===== config.mk =====
export PLATFORM = sky130hd
export DESIGN_NAME = irq_pin_mapper
export DESIGN_NICKNAME = d
export VERILOG_FILES = /design/src/rtl/irq_map_pkg.sv /design/src/rtl/irq_map_regs.sv /design/src/rtl/irq_pin_drive.sv /design/src/rtl/irq_pin_mapper.sv
export SDC_FILE = /design/constraint.sdc
export NUM_CORES = 1
export LEC_CHECK = 0
export ABC_AREA = 1
export CAP_MARGIN = 30
export CORE_ASPECT_RATIO = 1.4
export CORE_MARGIN = 5
export CORE_UTILIZATION = 40
export DETAILED_ROUTE_END_ITERATION = 12
export GPL_ROUTABILITY_DRIVEN = 0
export MAX_ROUTING_LAYER = met4
export PLACE_DENSITY = 0.74
export SYNTH_ARGS = -nofsm -noshare
export SYNTH_HDL_FRONTEND = slang
export SYNTH_HIERARCHICAL = 1
export SYNTH_SLANG_ARGS = --single-unit
export TNS_END_PERCENT = 50

===== constraint.sdc =====
create_clock -name clk -period 1.2 [get_ports clk]
set_clock_uncertainty 0.2 [all_clocks]
set_input_delay 0.24 -clock clk [delete_from_list [all_inputs] [get_ports clk]]
set_output_delay 0.24 -clock clk [all_outputs]
set_load 0.05 [all_outputs]

===== src/rtl/irq_map_pkg.sv =====
// Package: irq_map_pkg
// Shared constants for the interrupt pin mapper: the map register layout,
// the event ordering used on internal vectors and the writable-bit mask.
// Assumes an 8-bit map register with fixed field positions.
package irq_map_pkg;

    localparam int MAP_W   = 8;
    localparam int EVT_NUM = 4;
    localparam int POL_BIT = 7;

    // Internal event order: 0 data ready, 1 inactivity, 2 activity, 3 awake
    localparam int EVT_DRDY  = 0;
    localparam int EVT_INACT = 1;
    localparam int EVT_ACT   = 2;
    localparam int EVT_AWAKE = 3;

    // Map bit that enables each internal event index
    function automatic int fn_bit(input int evt_idx);
        case (evt_idx)
            EVT_DRDY:  return 0;
            EVT_INACT: return 4;
            EVT_ACT:   return 5;
            default:   return 6;
        endcase
    endfunction

    // Bits of a map register that hold state; all others read as zero
    function automatic logic [MAP_W-1:0] writable_mask();
        logic [MAP_W-1:0] m;
        m = '0;
        m[POL_BIT] = 1'b1;
        for (int e = 0; e < EVT_NUM; e++) begin
            m[fn_bit(e)] = 1'b1;
        end
        return m;
    endfunction

    typedef logic [MAP_W-1:0]   map_word_t;
    typedef logic [EVT_NUM-1:0] evt_vec_t;

endpackage


===== src/rtl/irq_map_regs.sv =====
// Module: irq_map_regs
// Holds one map register per pin at consecutive addresses starting at
// BASE_ADDR. Writes are masked so reserved bits stay zero; reads are a
// combinational lookup of the presented address (zero for foreign ones).
// Assumes a single-cycle write strobe with address and data valid with it.
module irq_map_regs
    import irq_map_pkg::*;
#(
    parameter int              NUM_PINS  = 2,
    parameter int              ADDR_W    = 8,
    parameter logic [ADDR_W-1:0] BASE_ADDR = 8'h3B
) (
    input  logic                  clk,
    input  logic                  rst_n,
    input  logic                  wr_en,
    input  logic [ADDR_W-1:0]     addr,
    input  logic [MAP_W-1:0]      wdata,
    output logic [MAP_W-1:0]      rdata,
    output map_word_t             map_q [NUM_PINS]
);

    localparam map_word_t WR_MASK = writable_mask();

    logic [NUM_PINS-1:0] sel;
    logic                any_sel;
    logic                armed_q;

    // Marks that a reset edge has been seen, to gate history-based checks
    always_ff @(posedge clk) begin
        if (!rst_n) armed_q <= 1'b1;
    end

    generate
        for (genvar k = 0; k < NUM_PINS; k++) begin : g_pin_reg
            localparam logic [ADDR_W-1:0] MY_ADDR = ADDR_W'(int'(BASE_ADDR) + k);

            // Address decode for this pin's register
            assign sel[k] = (addr == MY_ADDR);

            // Map register storage with reserved bits masked off
            always_ff @(posedge clk) begin
                if (!rst_n) begin
                    map_q[k] <= '0;
                end else if (wr_en && sel[k]) begin
                    map_q[k] <= wdata & WR_MASK;
                end
            end

            AST_RSVD_ZERO: assert property (@(posedge clk) disable iff (!rst_n)
                armed_q |-> (map_q[k][3:1] == 3'b000));

            AST_WRITE_LANDS: assert property (@(posedge clk) disable iff (!rst_n)
                (armed_q && wr_en && addr == MY_ADDR) |=>
                    (map_q[k] == ($past(wdata) & WR_MASK)));

            AST_FOREIGN_WRITE_HOLD: assert property (@(posedge clk) disable iff (!rst_n)
                (armed_q && wr_en && addr != MY_ADDR) |=> $stable(map_q[k]));
        end
    endgenerate

    assign any_sel = |sel;

    // Combinational read mux over the pin registers
    always_comb begin
        rdata = '0;
        for (int k = 0; k < NUM_PINS; k++) begin
            if (sel[k]) rdata = rdata | map_q[k];
        end
    end

    AST_FOREIGN_READ_ZERO: assert property (@(posedge clk) disable iff (!rst_n)
        (armed_q && !any_sel) |-> (rdata == '0));

endmodule


===== src/rtl/irq_pin_drive.sv =====
// Module: irq_pin_drive
// Produces one interrupt pin from its map word and the shared events:
// ORs the enabled events, applies polarity, and registers both the level
// and the output-enable. Assumes events are synchronous to clk.
module irq_pin_drive
    import irq_map_pkg::*;
(
    input  logic       clk,
    input  logic       rst_n,
    input  map_word_t  map_word,
    input  evt_vec_t   evt,
    output logic       pin_out,
    output logic       pin_oe
);

    evt_vec_t fn_en;
    logic     hit;
    logic     pol;
    logic     armed_q;

    // Marks that a reset edge has been seen, to gate history-based checks
    always_ff @(posedge clk) begin
        if (!rst_n) armed_q <= 1'b1;
    end

    generate
        for (genvar e = 0; e < EVT_NUM; e++) begin : g_fn
            // Pick the enable bit of event e from its field position
            assign fn_en[e] = map_word[fn_bit(e)];
        end
    endgenerate

    assign hit = |(fn_en & evt);
    assign pol = map_word[POL_BIT];

    // Registered pin level and enable
    always_ff @(posedge clk) begin
        if (!rst_n) begin
            pin_out <= 1'b0;
            pin_oe  <= 1'b0;
        end else begin
            pin_out <= hit ^ pol;
            pin_oe  <= |fn_en;
        end
    end

    AST_OE_FOLLOWS_MAP: assert property (@(posedge clk) disable iff (!rst_n)
        armed_q |=> (pin_oe == ($past(map_word[0]) | $past(map_word[4]) |
                                $past(map_word[5]) | $past(map_word[6]))));

    AST_IDLE_LEVEL: assert property (@(posedge clk) disable iff (!rst_n)
        (armed_q && !hit) |=> (pin_out == $past(map_word[POL_BIT])));

    AST_ASSERTED_LEVEL: assert property (@(posedge clk) disable iff (!rst_n)
        (armed_q && hit) |=> (pin_out == !$past(map_word[POL_BIT])));

    AST_UNMAPPED_QUIET: assert property (@(posedge clk) disable iff (!rst_n)
        (armed_q && fn_en == '0) |=> (!pin_oe && pin_out == $past(pol)));

endmodule


===== src/rtl/irq_pin_mapper.sv =====
// Module: irq_pin_mapper
// Top level of the interrupt pin mapper: map register file plus one
// pin driver per interrupt pin. Assumes a synchronous register port and
// event inputs synchronous to clk.
module irq_pin_mapper
    import irq_map_pkg::*;
#(
    parameter int                NUM_PINS  = 2,
    parameter int                ADDR_W    = 8,
    parameter logic [ADDR_W-1:0] BASE_ADDR = 8'h3B
) (
    input  logic                clk,
    input  logic                rst_n,
    input  logic                reg_wr_en,
    input  logic [ADDR_W-1:0]   reg_addr,
    input  logic [MAP_W-1:0]    reg_wdata,
    output logic [MAP_W-1:0]    reg_rdata,
    input  logic                evt_data_rdy,
    input  logic                evt_inact,
    input  logic                evt_act,
    input  logic                evt_awake,
    output logic [NUM_PINS-1:0] pin_out,
    output logic [NUM_PINS-1:0] pin_oe
);

    map_word_t map_q [NUM_PINS];
    evt_vec_t  evt;

    // Gather event inputs into the internal order
    always_comb begin
        evt            = '0;
        evt[EVT_DRDY]  = evt_data_rdy;
        evt[EVT_INACT] = evt_inact;
        evt[EVT_ACT]   = evt_act;
        evt[EVT_AWAKE] = evt_awake;
    end

    irq_map_regs #(
        .NUM_PINS  (NUM_PINS),
        .ADDR_W    (ADDR_W),
        .BASE_ADDR (BASE_ADDR)
    ) regs_i (
        .clk   (clk),
        .rst_n (rst_n),
        .wr_en (reg_wr_en),
        .addr  (reg_addr),
        .wdata (reg_wdata),
        .rdata (reg_rdata),
        .map_q (map_q)
    );

    generate
        for (genvar k = 0; k < NUM_PINS; k++) begin : g_pin
            irq_pin_drive drv_i (
                .clk      (clk),
                .rst_n    (rst_n),
                .map_word (map_q[k]),
                .evt      (evt),
                .pin_out  (pin_out[k]),
                .pin_oe   (pin_oe[k])
            );
        end
    endgenerate

endmodule


==> results of run 1 <==
-- power groups by stage --
stage	combinational [mW]	sequential, mW	clock (mW)
after global placement	0.192	0.477	0
after CTS	0.203	0.466	0.360
final	0.213	0.466	0.350
after global routing	0.227	0.467	0.381
after floorplan	0.0938	0.479	0
after detailed placement	0.197	0.477	0
-- metal layers --
layer / vias to the layer above / global-route usage [%]
li1: 518 / -
met1: 462 / 14.92
met2: 27 / 33.23
met3: 6 / 3.401
met4: 0 / 10.16
met5: - / -
-- per-stage QoR --
stage               util, %  std cells
finish                78.24        214
detailed placement    71.29        203
global route          78.24        214
floorplan                 -        144
global placement      71.29        203
CTS                   74.82        211
-- cell usage in the layout (no fill, tap or decap), drive strengths merged --
cell type,instances
nand2,45
buf,38
inv,35
nor2,23
dfxtp,14
clkdlybuf4s50,10
nand3,7
o22ai,5
nand4,5
clkbuf,4
conb,3
nor4,2
dlymetal6s2s,1
-- layout make-up --
class	count	share of cell area, %
inverter	35	8.797
sequential	14	17.74
multi-input combinational	90	36.39
tap	22	1.654
timing repair buffer	49	33.23
clock buffer	4	2.180
-- worst register-to-register path, delay by kind of cell, from the launching register on --
family                 cells  cell delay (ns)
buffers and inverters      1             0.13
DFF                        1             0.33
and+or+nand+nor            6             0.43
-- timing repair --
item	4_1_cts	5_1_grt
pin swaps	12	11
cloned	0	0
resized for setup	52	21
buffers inserted	4	4
setup endpoints to repair	19	21
-- how the worst max path moves through the flow --
stage	depth (start not counted)	startpoint	slack, ns	to
finish	7	reg_addr[0]	-0.30	reg_rdata[5]
global route	7	reg_addr[0]	-0.34	reg_rdata[5]
CTS	7	reg_addr[6]	-0.33	reg_rdata[5]
detailed placement	6	reg_addr[3]	-0.78	reg_rdata[4]
global placement	6	reg_addr[2]	-0.74	reg_rdata[4]
floorplan	5	reg_addr[7]	-0.23	reg_rdata[4]
-- registers in the layout (all words and copies together) (netlist names) --
register and count:
g_pin.drv_i/pin_oe 2, g_pin.drv_i/pin_out 2, regs_i/map_q 10
==> qor.yml, run 1 <==
outcome: "complete, but fails checks"
failed_checks: "setup timing"
rsz0062_at_grt: "yes"
pre_cts_ws_ns: -0.7819
clkLatencyLatePin_ns: 0.29
top_layer: "met4"
slowest_stage: "o22ai_4"
first_global_vias: 1024
path_class: "primary input to output port"
syn2layout_area_growth_pct: 90.54
grt_usage_pct: 17.23
design_area_sq_um: 1664
nNetsFinal: 216
min_path_cells: 5
setup_viol: 9
leakagePower_nw: 0.7919
finalWorstSetupSlack_ns: -0.2994
yosys_warnings: 6
met2_length_um: 1469
crit_chain: "buf_6 -> inv_4 -> nand2_4 -> nor2_4 -> nand2_8 -> o22ai_4 -> buf_12"
num_vias: 1013
io_buffers: 28
setup.worst_path.start_class: "primary input"
cts_made_buffers: 3
drc: 0
end_kind: "output port"
cts_tree: "built"
clk_pin_slew_ns: 0.09
switching_power_mw: 0.2759
drive_above_1_share_pct: 49.48
core_area_sq_um: 2127
wl_met3_um: 144
first_iter_violations: 6
gr-total-overflow: 0
p_int_mw: 0.7536
worstReg2RegStart: "regs_i/map_q[4]$_SDFFE_PN0P_"
drt-met1-wl_um: 836
antenna-diode-count: 0
clock.fmax_mhz: 667.0
combPwrFrac_pct: 20.7
hold_buffers: 0
antenna_left: 0
total_power_mw: 1.030
r2r_slack_ns: 0.02
wl_per_cell_um: 11.76
crit_path_max_incr_delay_ns: 0.19
crit_buf_inv: 3
timing.hold.ws_ns: 0.2113
p_clk_share_pct: 34.0
hold_path.class: "primary input to register"
dieArea_sq_um: 3231
required_ns: 0.76
crit_arrival_ns: 1.06
start_util_pct: 41.06
multi_input_area_sq_um: 605.6
grt_pass1_wl_um: 4215
drv_slew: 0
power_density_nw_per_um2: 618.7
ff_latch_area_sq_um: 295.3
crit_fanout: 5
seqPwrFrac_pct: 45.3
hold_path_end: "regs_i/map_q[6]$_SDFFE_PN0P_"
synth.cell_area_sq_um: 873.3
reg2reg_to: "g_pin[1].drv_i/pin_out$_SDFF_PN0_"
cts_root_buffer: "clkbuf_4"
clockBufferDepth: 2
tns_ns: -1.464
grt_max_degree: 15
die_x_um: 49.49
vias_per_cell: 4.734
hold_violations: 0
htree_num_levels: 1
crit_family: "buffers and inverters"
antenna_found_initial: 0
swShare_pct: 26.80
die_height_um: 65.29
min_from: "reg_wr_en"
dpl_cell_area_sq_um: 1516
fillers: 154
io-pin-count: 35
rows: 20
routed_wl_um: 2517
dpl.hpwl_um: 2014
synth_area_per_cell_sq_um: 6.150
drv_cap: 0
peakVddDrop_mv: 0.4595
firstDrtPassIters: 3
final.min_clock_period_ns: 1.499
synth_cells: 142
r2r_cells: 7
period_share_pct: 124.9
clock_sinks: 14
No activity file was read; power rests on OpenSTA's default activity.
==> run 2, diff against run 1 <==
==> constraint.sdc (replaced) <==
create_clock -name clk -period 1.2 [get_ports clk]
set_clock_uncertainty 0.2 [all_clocks]
set_input_delay 0.12 -clock clk [delete_from_list [all_inputs] [get_ports clk]]
set_output_delay 0.12 -clock clk [all_outputs]
set_load 0.05 [all_outputs]
==> run 2 against run 1 <==
The flow still finishes with violations (setup timing). Sequential cell count unchanged. First-iteration DRC count increased to 2.8 times the previous value. Cell area decreased by 7.0%. Sequential power about the same. Maximum frequency increased by 12%. Final cell count decreased by 2.8%. Routed wire length decreased by 4.2%. Sequential share of layout area increased by 1.2 points. Combinational power decreased by 13%. Clock-buffer cell count unchanged. Register-to-register slack improved by 0.04 ns. Non-clock buffer count decreased by 6.
==> qor.yml, run 2 (synthesis gave the netlist of run 1 again) <==
peakVddDrop_mv: 0.3787  # -18%
grt_usage_pct: 17.21  # -0.023 points
vias_per_cell: 4.572  # -3.4%
hold_buffers: 0  # unchanged
dpl_cell_area_sq_um: 1459  # -3.8%
clock.fmax_mhz: 749.7  # +12%
outcome: "complete, but fails checks"
nNetsFinal: 210  # -2.8%
die_x_um: 49.49  # unchanged
grt_pass1_wl_um: 4326  # +2.6%
hold_path.class: "primary input to register"
crit_fanout: 2  # -3
clock_sinks: 14  # unchanged
final.min_clock_period_ns: 1.334  # -0.1655 ns
total_power_mw: 0.9874  # -4.1%
path_class: "register to output port"
core_area_sq_um: 2127  # unchanged
placed_cells: 196  # -3.4%
first_global_vias: 1053  # +2.8%
end_kind: "output port"
timing.hold.ws_ns: 0.09138  # -0.1199 ns
antenna_found_initial: 0  # unchanged
grt_max_degree: 15  # unchanged
drive_above_1_share_pct: 44.09  # -5.4 points
mostFrequentLayoutCells: "nand2_1, inv_1, nor2_1"
cts_root_buffer: "clkbuf_4"
r2r_cells: 7  # unchanged
drc: 0  # unchanged
die_height_um: 65.29  # unchanged
antenna-diode-count: 0  # unchanged
start_util_pct: 41.06  # unchanged
htree_num_levels: 1  # unchanged
fillers: 166  # +7.8%
crit_chain: "inv_2 -> o22ai_4 -> buf_12"
routed_wl_um: 2412  # -4.2%
antenna_left: 0  # unchanged
slowest_stage: "dfxtp_2"
clkLatencyLatePin_ns: 0.27  # -0.02 ns
io_buffers: 28  # unchanged
clockBufferDepth: 2  # unchanged
ff_latch_area_sq_um: 292.8  # -0.85%
reg_top3: "regs_i/map_q (10), g_pin.drv_i/pin_oe (2), g_pin.drv_i/pin_out (2)"
largest_reg_flops: 10  # unchanged
wl_per_cell_um: 11.60  # -1.4%
syn2layout_area_growth_pct: 77.22
crit_path_max_incr_delay_ns: 0.35  # +0.16 ns
rsz0062_at_grt: "yes"
finalWorstSetupSlack_ns: -0.1339  # +0.1655 ns
multi_input_area_sq_um: 573.1  # -5.4%
crit_buf_inv: 2  # -1
setup_viol: 5  # -4
first_iter_violations: 17  # +11
crit_family: "flip-flops"
crit_arrival_ns: 1.01  # -0.05 ns
required_ns: 0.88  # +0.12 ns
path_depth: 3  # -4
final_common_cell: "nand2_1"
drv_cap: 0  # unchanged
period_share_pct: 111.2  # -14 points
dieArea_sq_um: 3231  # unchanged
failed_checks: "setup timing"
rows: 20  # unchanged
firstDrtPassIters: 4  # +1
design_area_sq_um: 1548  # -7.0%
top_register: "regs_i/map_q"
min_path_cells: 7  # +2
final_cells: 208  # -2.8%
hold_violations: 0  # unchanged
cts_tree: "built"
power_density_nw_per_um2: 638.0  # +3.1%
clk_pin_slew_ns: 0.08  # about the same
cts_made_buffers: 3  # unchanged
io-pin-count: 35  # unchanged
leakagePower_nw: 0.7319  # -7.6%
setup.worst_path.start_class: "register"
gr-total-overflow: 0  # unchanged
num_vias: 951  # -6.1%
drv_slew: 0  # unchanged
dpl.hpwl_um: 1882  # -6.6%
-- run 2: cell types whose count changed in the layout (fill, tap and decap cells not counted), sizes merged --
cell	previous run	this run
dlymetal6s2s	1	0
clkdlybuf4s50	10	11
buf	38	32
-- run 2: worst reg2reg max path: cells and delay by family (launching register included) --
kind / cells / cell delay (ns)
AND/OR/NAND/NOR: 6 / 0.39
buffers and inverters: 1 / 0.13
flip-flops: 1 / 0.33
-- run 2: per-layer routing --
metal  track usage [%]  vias up  wire [um]
li1                  -      504          -
met1             16.11      412        846
met2             33.06       33       1401
met3             2.268        2        138
met4             9.180        0         25
met5                 -        -          0
-- run 2: what timing repair did --
item | CTS | global route
gates resized for setup | 55 | 2
setup buffers | 7 | 1
setup endpoints to repair | 15 | 9
pin swaps | 12 | 2
-- run 2: stage by stage --
step / TNS, ns / utilization (%) / setup slack [ns]
after CTS: -0.6157 / 72.12 / -0.1455
after floorplan: 0 / - / 0.004833
after detailed placement: -7.037 / 68.59 / -0.5395
after global placement: -6.464 / 68.59 / -0.5231
final: -0.5313 / 72.76 / -0.1339
after global routing: -0.8829 / 72.76 / -0.1913
-- run 2: final cells by class --
cell class                      instances  area share (%)
Inverter                               35           9.135
Sequential cell                        14           18.92
Tap cell                               22           1.779
Clock buffer                            4           2.344
Multi-Input combinational cell         90           37.03
Timing Repair Buffer                   43           30.80
-- run 2: worst paths after layout --
| kind | start | endpoint | slack [ns] |
|---|---|---|---|
| worst min register to register | regs_i/map_q[12]$_SDFFE_PN0P_ | g_pin[0].drv_i/pin_oe$_SDFF_PN0_ | 0.30 |
| worst min-delay path | reg_addr[1] | regs_i/map_q[5]$_SDFFE_PN0P_ | 0.09 |
| worst max register to register | regs_i/map_q[13]$_SDFFE_PN0P_ | g_pin[0].drv_i/pin_out$_SDFF_PN0_ | 0.06 |
| worst max-delay path | regs_i/map_q[4]$_SDFFE_PN0P_ | reg_rdata[4] | -0.13 |
-- run 2: power by group --
group	switching [mW]	internal, mW
clock	0.150	0.184
sequential	0.00104	0.465
combinational	0.100	0.0860
